File: src/rtl/svm_pkg.sv
package svm_pkg;

  typedef logic [2:0] sector_t;

  // 60 degrees on a phase scale where 2^16 spans 90 degrees
  localparam int unsigned SIXTY_PH = 43691;
  // 2/sqrt(3) in Q2.14
  localparam int unsigned INV_SIN60_Q14 = 18919;

  function automatic int sine_entry(input int idx, input int addr_w, input int amp);
    real ang;
    ang = (3.14159265358979 / 2.0) * real'(idx) / real'(2 ** addr_w);
    return $rtoi(real'(amp) * $sin(ang) + 0.5);
  endfunction

endpackage

File: src/rtl/svm_sector_split.sv
module svm_sector_split
  import svm_pkg::*;
#(
  parameter int ANG_W = 16
) (
  input  logic [ANG_W-1:0] ang,
  output sector_t          sector,
  output logic [ANG_W-1:0] frac
);

  localparam int PW = ANG_W + 3;

  logic [PW-1:0] prod;

  // angle times six: integer part is the sector, fraction is position inside it
  assign prod   = PW'(ang) * PW'(6);
  assign sector = sector_t'(prod >> ANG_W) + sector_t'(1);
  assign frac   = ANG_W'(prod);

endmodule

File: src/rtl/svm_sine_rom.sv
module svm_sine_rom
  import svm_pkg::*;
#(
  parameter int ADDR_W = 8,
  parameter int DATA_W = 16
) (
  input  logic                     clk,
  input  logic [ADDR_W:0]          addr_a,
  input  logic [ADDR_W:0]          addr_b,
  output logic signed [DATA_W-1:0] q_a,
  output logic signed [DATA_W-1:0] q_b
);

  localparam int DEPTH = 2 ** ADDR_W + 1;
  localparam int AMP   = 2 ** (DATA_W - 1) - 1;

  logic signed [DATA_W-1:0] rom [DEPTH];

  initial begin
    for (int i = 0; i < DEPTH; i++) begin
      rom[i] = DATA_W'(sine_entry(i, ADDR_W, AMP));
    end
  end

  always_ff @(posedge clk) begin
    q_a <= rom[addr_a];
    q_b <= rom[addr_b];
  end

endmodule

File: src/rtl/svm_ratio_div.sv
module svm_ratio_div #(
  parameter int NUM_W = 34,
  parameter int DEN_W = 19
) (
  input  logic             clk,
  input  logic             rst,
  input  logic             start,
  input  logic [NUM_W-1:0] num,
  input  logic [DEN_W-1:0] den,
  output logic [NUM_W-1:0] quot,
  output logic             done
);

  localparam int CNT_W = $clog2(NUM_W + 1);

  logic [NUM_W-1:0] nsh;
  logic [DEN_W-1:0] dreg;
  logic [DEN_W-1:0] rem;
  logic [CNT_W-1:0] cnt;
  logic             busy;
  logic [DEN_W:0]   trial;

  assign trial = {rem, nsh[NUM_W-1]};

  always_ff @(posedge clk) begin
    if (rst) begin
      busy <= 1'b0;
      done <= 1'b0;
      cnt  <= '0;
      rem  <= '0;
      quot <= '0;
      nsh  <= '0;
      dreg <= '0;
    end else begin
      done <= 1'b0;
      if (start && !busy) begin
        nsh  <= num;
        dreg <= den;
        rem  <= '0;
        quot <= '0;
        cnt  <= CNT_W'(NUM_W);
        busy <= 1'b1;
      end else if (busy) begin
        if (trial >= {1'b0, dreg}) begin
          rem  <= DEN_W'(trial - {1'b0, dreg});
          quot <= {quot[NUM_W-2:0], 1'b1};
        end else begin
          rem  <= trial[DEN_W-1:0];
          quot <= {quot[NUM_W-2:0], 1'b0};
        end
        nsh <= nsh << 1;
        cnt <= cnt - CNT_W'(1);
        if (cnt == CNT_W'(1)) begin
          busy <= 1'b0;
          done <= 1'b1;
        end
      end
    end
  end

  // samples must be spaced so the divider is idle when a new one arrives
  p_start_idle_r6: assert property (@(posedge clk) disable iff (rst)
    start |-> !busy);

  p_done_single_r6: assert property (@(posedge clk) disable iff (rst)
    done |=> !done);

  // partial remainder always stays below the divisor (R4 ratio path)
  p_rem_bound_r4: assert property (@(posedge clk) disable iff (rst)
    (busy && dreg != '0) |-> (rem < dreg));

endmodule

File: src/rtl/svm_dwell_calc.sv
module svm_dwell_calc
  import svm_pkg::*;
#(
  parameter int ANG_W  = 16,
  parameter int MAG_W  = 16,
  parameter int PER_W  = 16,
  parameter int LUT_AW = 8,
  parameter int SIN_W  = 16
) (
  input  logic             clk,
  input  logic             rst,
  input  logic             smp_stb,
  input  logic [MAG_W-1:0] mod_idx,
  input  logic [ANG_W-1:0] elec_ang,
  input  logic [PER_W-1:0] period_ticks,
  output logic             out_vld,
  output logic [2:0]       sector_no,
  output logic [PER_W-1:0] t_act1,
  output logic [PER_W-1:0] t_act2,
  output logic [PER_W-1:0] t_null
);

  localparam int PH_W  = 16;
  localparam int MF    = MAG_W - 1;
  localparam int SF    = SIN_W - 1;
  localparam int U_W   = MAG_W + 1;
  localparam int G_W   = U_W + PER_W - MF;
  localparam int SUM_W = G_W + 1;
  localparam int NUM_W = G_W + PER_W;
  localparam int HALF  = 2 ** (PH_W - LUT_AW - 1);

  // sector split on the live input, captured by the strobe
  sector_t           sec_w;
  logic [ANG_W-1:0]  frac_w;

  svm_sector_split #(.ANG_W(ANG_W)) split_i (
    .ang    (elec_ang),
    .sector (sec_w),
    .frac   (frac_w)
  );

  // stage 1: capture
  logic             v1;
  sector_t          sec1;
  logic [ANG_W-1:0] frac1;
  logic [MAG_W-1:0] mag1;
  logic [PER_W-1:0] per1;

  always_ff @(posedge clk) begin
    if (rst) v1 <= 1'b0;
    else     v1 <= smp_stb;
    if (smp_stb) begin
      sec1  <= sec_w;
      frac1 <= frac_w;
      mag1  <= mod_idx;
      per1  <= period_ticks;
    end
  end

  // table addresses for sin(theta') and sin(60 - theta')
  logic [PH_W-1:0]   ph_a, ph_b;
  logic [LUT_AW:0]   idx_a, idx_b;
  logic signed [SIN_W-1:0] sin_a2, sin_b2;

  assign ph_a  = PH_W'((64'(frac1) * 64'(SIXTY_PH)) >> ANG_W);
  assign ph_b  = PH_W'(SIXTY_PH) - ph_a;
  assign idx_a = (LUT_AW + 1)'((32'(ph_a) + 32'(HALF)) >> (PH_W - LUT_AW));
  assign idx_b = (LUT_AW + 1)'((32'(ph_b) + 32'(HALF)) >> (PH_W - LUT_AW));

  svm_sine_rom #(.ADDR_W(LUT_AW), .DATA_W(SIN_W)) rom_i (
    .clk    (clk),
    .addr_a (idx_a),
    .addr_b (idx_b),
    .q_a    (sin_a2),
    .q_b    (sin_b2)
  );

  // stage 2: scaled index, table read in parallel
  logic             v2;
  sector_t          sec2;
  logic [PER_W-1:0] per2;
  logic [U_W-1:0]   u2;

  always_ff @(posedge clk) begin
    if (rst) v2 <= 1'b0;
    else     v2 <= v1;
    sec2 <= sec1;
    per2 <= per1;
    u2   <= U_W'((64'(mag1) * 64'(INV_SIN60_Q14)) >> 14);
  end

  // stage 3: amplitude in ticks
  logic                    v3;
  sector_t                 sec3;
  logic [PER_W-1:0]        per3;
  logic [G_W-1:0]          g3;
  logic signed [SIN_W-1:0] sa3, sb3;

  always_ff @(posedge clk) begin
    if (rst) v3 <= 1'b0;
    else     v3 <= v2;
    sec3 <= sec2;
    per3 <= per2;
    g3   <= G_W'((64'(u2) * 64'(per2)) >> MF);
    sa3  <= sin_a2;
    sb3  <= sin_b2;
  end

  // stage 4: raw active times
  logic             v4;
  sector_t          sec4;
  logic [PER_W-1:0] per4;
  logic [G_W-1:0]   t1r4, t2r4;

  always_ff @(posedge clk) begin
    if (rst) v4 <= 1'b0;
    else     v4 <= v3;
    sec4 <= sec3;
    per4 <= per3;
    t1r4 <= G_W'((64'(g3) * 64'(sb3)) >> SF);
    t2r4 <= G_W'((64'(g3) * 64'(sa3)) >> SF);
  end

  // stage 5: null time, sum and ratio numerator
  logic             v5;
  sector_t          sec5;
  logic [PER_W-1:0] per5;
  logic [G_W-1:0]   t1r5, t2r5;
  logic [SUM_W-1:0] sum5;
  logic [SUM_W:0]   t0raw5;
  logic [NUM_W-1:0] num5;

  always_ff @(posedge clk) begin
    if (rst) v5 <= 1'b0;
    else     v5 <= v4;
    sec5   <= sec4;
    per5   <= per4;
    t1r5   <= t1r4;
    t2r5   <= t2r4;
    sum5   <= SUM_W'(t1r4) + SUM_W'(t2r4);
    t0raw5 <= (SUM_W + 1)'(per4) - ((SUM_W + 1)'(t1r4) + (SUM_W + 1)'(t2r4));
    num5   <= NUM_W'(64'(t1r4) * 64'(per4));
  end

  // proportional share of the period, always run for fixed latency
  logic [NUM_W-1:0] quot;
  logic             div_done;

  svm_ratio_div #(.NUM_W(NUM_W), .DEN_W(SUM_W)) div_i (
    .clk   (clk),
    .rst   (rst),
    .start (v5),
    .num   (num5),
    .den   (sum5),
    .quot  (quot),
    .done  (div_done)
  );

  logic om_sel;
  assign om_sel = t0raw5[SUM_W];

  always_ff @(posedge clk) begin
    if (rst) begin
      out_vld   <= 1'b0;
      sector_no <= '0;
      t_act1    <= '0;
      t_act2    <= '0;
      t_null    <= '0;
    end else begin
      out_vld <= div_done;
      if (div_done) begin
        sector_no <= sec5;
        if (om_sel) begin
          t_act1 <= PER_W'(quot);
          t_act2 <= per5 - PER_W'(quot);
          t_null <= '0;
        end else begin
          t_act1 <= PER_W'(t1r5);
          t_act2 <= PER_W'(t2r5);
          t_null <= PER_W'(t0raw5);
        end
      end
    end
  end

  p_sector_range_r1: assert property (@(posedge clk) disable iff (rst)
    out_vld |-> (sector_no >= 3'd1 && sector_no <= 3'd6));

  p_sum_period_r3: assert property (@(posedge clk) disable iff (rst)
    out_vld |-> ((PER_W + 2)'(t_act1) + (PER_W + 2)'(t_act2) + (PER_W + 2)'(t_null)
                 == (PER_W + 2)'(per5)));

  p_overmod_null_r4: assert property (@(posedge clk) disable iff (rst)
    (out_vld && om_sel) |-> (t_null == '0));

  p_vld_pulse_r6: assert property (@(posedge clk) disable iff (rst)
    out_vld |=> !out_vld);

  p_hold_r7: assert property (@(posedge clk) disable iff (rst)
    !div_done |=> $stable({sector_no, t_act1, t_act2, t_null}));

endmodule

File: config.mk
export PLATFORM = sky130hd
export DESIGN_NAME = svm_dwell_calc
export DESIGN_NICKNAME = d
export VERILOG_FILES = /design/src/rtl/svm_pkg.sv /design/src/rtl/svm_sector_split.sv /design/src/rtl/svm_sine_rom.sv /design/src/rtl/svm_ratio_div.sv /design/src/rtl/svm_dwell_calc.sv
export SDC_FILE = /design/constraint.sdc
export NUM_CORES = 2
export LEC_CHECK = 0
export BUFFER_PORTS_ARGS = -buffer_cell sky130_fd_sc_hd__buf_2
export CORE_MARGIN = 1.5
export CORE_UTILIZATION = 30
export CTS_CLUSTER_SIZE = 14
export DETAILED_ROUTE_END_ITERATION = 16
export GPL_TIMING_DRIVEN = 0
export SYNTH_ARGS = -nofsm -noshare
export SYNTH_HDL_FRONTEND = slang
export SYNTH_MEMORY_MAX_BITS = 65536
export SYNTH_SLANG_ARGS = --single-unit
export TNS_END_PERCENT = 20
File: constraint.sdc
create_clock -name clk -period 8.34 [get_ports clk]
set_clock_uncertainty 0.05 [all_clocks]
set_input_delay 0.834 -clock clk [delete_from_list [all_inputs] [get_ports clk]]
set_output_delay 0.834 -clock clk [all_outputs]
set_load 0.01 [all_outputs]
# --- Yosys cells after proc, flatten, opt, wreduce, memory -nomap -nowiden ---
# Memory sizes are Yosys's and may differ from the RTL's. A register that Yosys moved wholly into a read port is not among the register bits.
# Cells that the tools add are included.
classes:
  reduce_logical: 5
  n_addsub: 10
  mux: 13
  eq_ne: 1
  mul: 7
  magnitude_cmp: 1
  bitwise_logic: 1
ops:
  columns: ["cell", "n"]
  rows:
  - ["$mux W34", 2]
  - ["$mul A19 B16 Y33", 2]
  - ["$mux W16", 3]
  - ["$add A18 B18 Y19", 2]
  - ["$add A16 B8 Y17 const B", 2]
  - ["$mul A18 B16 Y34", 1]
  - ["$mul A17 B16 Y33", 1]
  - ["$mul A15 B16 Y31 const B", 1]
  - ["$mul A16 B15 Y31 const B", 1]
  - ["$ge A20 B19 Y1", 1]
  - ["$sub A16 B19 Y20", 1]
  - ["$mux W19", 1]
  - ["$sub A19 B19 Y19", 1]
  - ["$mul A16 B2 Y18 const B", 1]
  - ["$sub A16 B16 Y16", 1]
  - ["$sub A16 B16 Y16 const A", 1]
  - ["$mux W6", 2]
  - ["$eq A6 B1 Y1 const B", 1]
  - ["$sub A6 B1 Y6 const B", 1]
  - ["$mux W1", 5]
  - ["$add A3 B1 Y3 const B", 1]
  - ["$reduce_or A3 Y1", 1]
  - ["$reduce_bool A2 Y1", 1]
  - ["$reduce_or A2 Y1", 1]
  - ["other kinds (3)", 3]
word_totals:
  mem_bits_ro: 3855
  register_bits: 519
  output_inout_bits: 52
  elab_cells: 82
  n_memories: 1
  in_bits: 51
memory_table:
  columns: ["name", "words", "width", "rd", "rd_ports_with_merged_regs", "write_ports", "line", "rtl"]
  rows:
  - ["rom_i.rom", 257, 15, 2, 2, 0, "svm_sine_rom.sv:17", "logic signed [DATA_W-1:0] rom [DEPTH];"]

# --- Longest topological paths before layout ---
depth:
  depth_word: 4
  mapped_depth: 37
  depth_no_buf: 33

# --- By module ---
# A second synthesis with hierarchy kept.
hier_totals:
  cells_unflattened: 8085
  hier_area_um2: 71340.9
modules_own_cells:
  columns: ["module", "cells_each", "seq_area_each_um2", "area_per_inst_um2", "instances"]
  rows:
  - ["svm_dwell_calc", 5935, 8298.0, 56225.2, 1]
  - ["svm_sine_rom", 1393, 600.6, 8842.2, 1]
  - ["svm_ratio_div", 653, 2282.2, 5457.7, 1]
  - ["svm_sector_split", 104, 0.0, 815.8, 1]

# --- Worst setup path after synthesis ---
# OpenSTA, ideal clock, no wires.
synth_timing:
  kind: "register to register"
  startpoint: "register frac1[12]"
  endpoint: "register rom_i.q_a[3] (read register of rom_i.rom)"
  period_less_slack_ns: 8.289
  stages_incl_launch_ff: 34
  t_arrival_ns: 8.110
  n_path_buf: 2
  setup_time_ns: 0.129
  t_required_ns: 8.161
  slack_ns: 0.051
  cell_sequence: "edfxtp_1 ha_1 inv_1 fa_1 fa_1 inv_1 fa_1 inv_1 fa_1 inv_1 fa_1 ha_1 a21oi_2 o211ai_2 a21oi_4 o21a_4 o41ai_2 nor3_2 inv_2 ha_1 xnor2_1 clkinv_1 clkbuf_1 ha_1 clkbuf_1 nor2_1 nand2_1 nand2_1 o22ai_1 o21ai_0 nand3_1 o311a_1 a211oi_1 o21ai_0"
synth_via:
  elab_chain_len: 2
synth_lines:
  columns: ["item", "line", "rtl"]
  rows:
  - ["start: declaration", "svm_dwell_calc.sv:45", "logic [ANG_W-1:0] frac1;"]
  - ["start signal: assignment", "svm_dwell_calc.sv:54", "frac1 <= frac_w;"]
  - ["$mul A15 B16 Y31", "svm_dwell_calc.sv:65", "assign ph_a = PH_W'((64'(frac1) * 64'(SIXTY_PH)) >> ANG_W);"]
  - ["$add A16 B8 Y17", "svm_dwell_calc.sv:67", "assign idx_a = (LUT_AW + 1)'((32'(ph_a) + 32'(HALF)) >> (PH_W - LUT_AW));"]
  - ["end: declaration", "svm_sine_rom.sv:10", "output logic signed [DATA_W-1:0] q_a,"]
# No other way between the ends.
# A chain may end at the register's enable or synchronous reset.

# --- Worst setup path in the final report ---
layout_timing:
  startpoint: "register frac1[10]"
  endpoint: "register rom_i.q_a[9] (read register of rom_i.rom)"
# Same word-level chain as after synthesis.

==> reports/metrics.cfg <==
[worst_setup_path]
critPathBufInv = 9
cp.required_ns = 8.85
crit_slowest_cell = a221oi_1
worstSetupPathType = register to register
worst-path-max-fanout = 16
max_stage_delay_ns = 0.70
arrival_ns = 8.83
crit_path_start_kind = register
path_delay_family = adder cells
cp_common_cell = fa_1
crit_path_end_kind = register

[clock_tree]
clk_pin_slew_ns = 0.06
cts.path.max_buffers = 3
cts_made_buffers = 61
ctsHtreeMaxLevel = 2
cts_tree = yes
cts-root-buf = clkbuf_16
worstSkewPairLatency_ns = 0.74
clock-sinks = 512

[sta]
worst_slew_pin_slew_ns = 1.10
drv_slew = 0
setup_viol = 0
slew_headroom_pct = 26.6
fin_crit_sh_pct = 99.8
fin_crit_ns = 8.32
final_hold_viol_count = 0
fmax_ghz = 0.120
rsz0062_at_grt = true

[floorplanning]
rows = 175
fp.dieW_um = 481
ios = 103
die_area_um2 = 231000
start_util_pct = 30.2
die_h_um = 481
core_area_um2 = 227000

[synthesis]
yosys.cell_types.count = 113
syn-num-nets = 9631
syn-cell-area_um2 = 68600
ys_warn_count = 0
synth-async-reset-ratio_pct = 0
ys_ff_latch = 512
synth_edf_count = 50
avgSynthCellArea_um2 = 8.80
syn_inst = 7792
synthFlopType = dfxtp_1
ys_seq_area_share_pct = 15.7

[routing]
drc = 0
wl_per_cell_um = 23.0
drt_wl_total_um = 255000
firstDrtPassIters = 9
post_drt_via_cell_ratio = 5.21
postRouteAntennaNets = 0
first_iter_violations = 5008
vias = 57800

[global_routing]
grt_pass1_vias = 59900
grt_pass1_wl_um = 383000
track_usage_pct = 21.9
gr-total-overflow = 0
grt_max_degree = 27
antenna_found_initial = 17

[final_layout]
design_area_um2 = 77400
final_common_cell = inv_1
fin_util_pct = 34.0
nFillCells = 23500
area_growth_pct = 12.8
final_layout_size_suffix_gt1_share_pct = 8.85
final_nets = 9852
final_cell_mix = 1,308 x inv_1, 985 x fa_1, 930 x nand2_1

[hold_path]
holdCritPathClass = input pin to register

[place]
gp_congestion = 0.956
hpwl_um = 201000
placed_area_um2 = 72900
port_buffers = 101

[outcome]
status = complete, no violations

[job]
drv_cap = 0

==> Yosys cell counts (12+ instances only) <==
cell type	instances	share of area (%)
a21o_1	45	0.49
o21ai_1	14	0.10
nand3_1	93	0.68
a22oi_1	29	0.32
and3_1	29	0.26
nand4_1	17	0.16
nor4_1	13	0.12
nor2_1	461	2.5
inv_1	1313	7.2
a21boi_0	33	0.36
and2_1	447	4.1
buf_1	37	0.20
or3_1	17	0.16
o2111ai_1	15	0.19
a31oi_1	42	0.38
o21a_1	25	0.27
fa_1	990	29
mux2i_1	92	1.3
o21bai_1	23	0.25
o221ai_1	23	0.29
a221oi_1	28	0.36
a21oi_1	317	2.3
nand2_1	947	5.2
dfxtp_1	462	13
nor3_1	81	0.59
a211o_1	12	0.15
nor2b_1	29	0.26
o22ai_1	36	0.33
o211ai_1	69	0.76
a311oi_1	41	0.52
nand2b_1	33	0.30
edfxtp_1	50	2.2
a211oi_1	117	1.3
xor2_1	49	0.63
o311ai_0	28	0.36
o21ai_0	236	1.7
xnor2_1	117	1.5
clkbuf_1	304	1.7
buf_2	67	0.49
ha_1	798	15
==> metal layers <==
layer	GRT usage, %	wire length [um]	vias up
met5	0	58	-
met4	9.11	12400	8
met3	3.92	21000	638
met2	35.5	115000	2663
met1	28.7	107000	28900
li1	-	-	25600
==> registers in the layout, indices dropped and copies added (netlist names), 17 cells and up <==
| name | cells |
|---|---|
| div_i.nsh | 34 |
| num5 | 34 |
| div_i.dreg | 19 |
| div_i.rem | 19 |
| sum5 | 19 |
| g3 | 18 |
| t1r4 | 18 |
| t2r4 | 18 |
| t0raw5 | 17 |
| u2 | 17 |
==> layout make-up <==
type / count / area [um^2] / area share, %
clock inverter: 37 / 409 / 0.529
clock buffer: 78 / 1680 / 2.17
antenna: 2 / 5.00 / 0.00647
multi-input combinational: 5536 / 52500 / 67.8
tap: 3009 / 3760 / 4.87
buffer: 417 / 2260 / 2.92
sequential: 512 / 10800 / 13.9
timing repair buffer: 163 / 1030 / 1.33
inverter: 1322 / 4980 / 6.44
==> timing repair <==
item,in CTS,in global routing
resized for setup,321,224
pin swaps,25,38
buffers inserted,21,39
endpoints found under the setup margin,31,41
hold buffers,0,0
==> worst paths after layout <==
kind	start	endpoint	slack, ns	cells after the start
max	frac1[10]$_DFFE_PP_	rom_i.q_a[9]$_SDFF_PP1_	0.02	31
min	period_ticks[0]	per1[0]$_DFFE_PP_	0.22	1
max reg2reg	frac1[10]$_DFFE_PP_	rom_i.q_a[9]$_SDFF_PP1_	0.02	31
min reg2reg	per3[8]$_DFF_P_	per4[8]$_DFF_P_	0.27	0
==> kinds of logic (layout without fill, tap and decap cells) <==
group / Yosys count / count (layout) / synth area share (%)
simple gates: 2218 / 2218 / 14.9
fa+ha+maj: 1788 / 1788 / 43.5
buf+inv: 1744 / 2017 / 9.79
compound gates: 1256 / 1256 / 12.3
flops: 512 / 512 / 15.7
xor+xnor: 177 / 177 / 2.43
mux: 97 / 97 / 1.48
other cells: 0 / 2 / 0
==> stage by stage <==
step	setup slack (ns)	TNS (ns)	cells	hold WS [ns]
CTS	-0.00464	-0.00464	11000	0.149
floorplan	0.0509	0	7792	0.260
global route	-0.320	-2.58	11100	0.178
detailed placement	-3.16	-66.99	10900	0.262
global placement	-4.61	-92.94	10900	0.261
finish	0.0197	0	11100	0.218
Power is left out: the tool's default activity adds up to more than one toggle a clock period on the data nets, which glitch-free logic cannot reach.
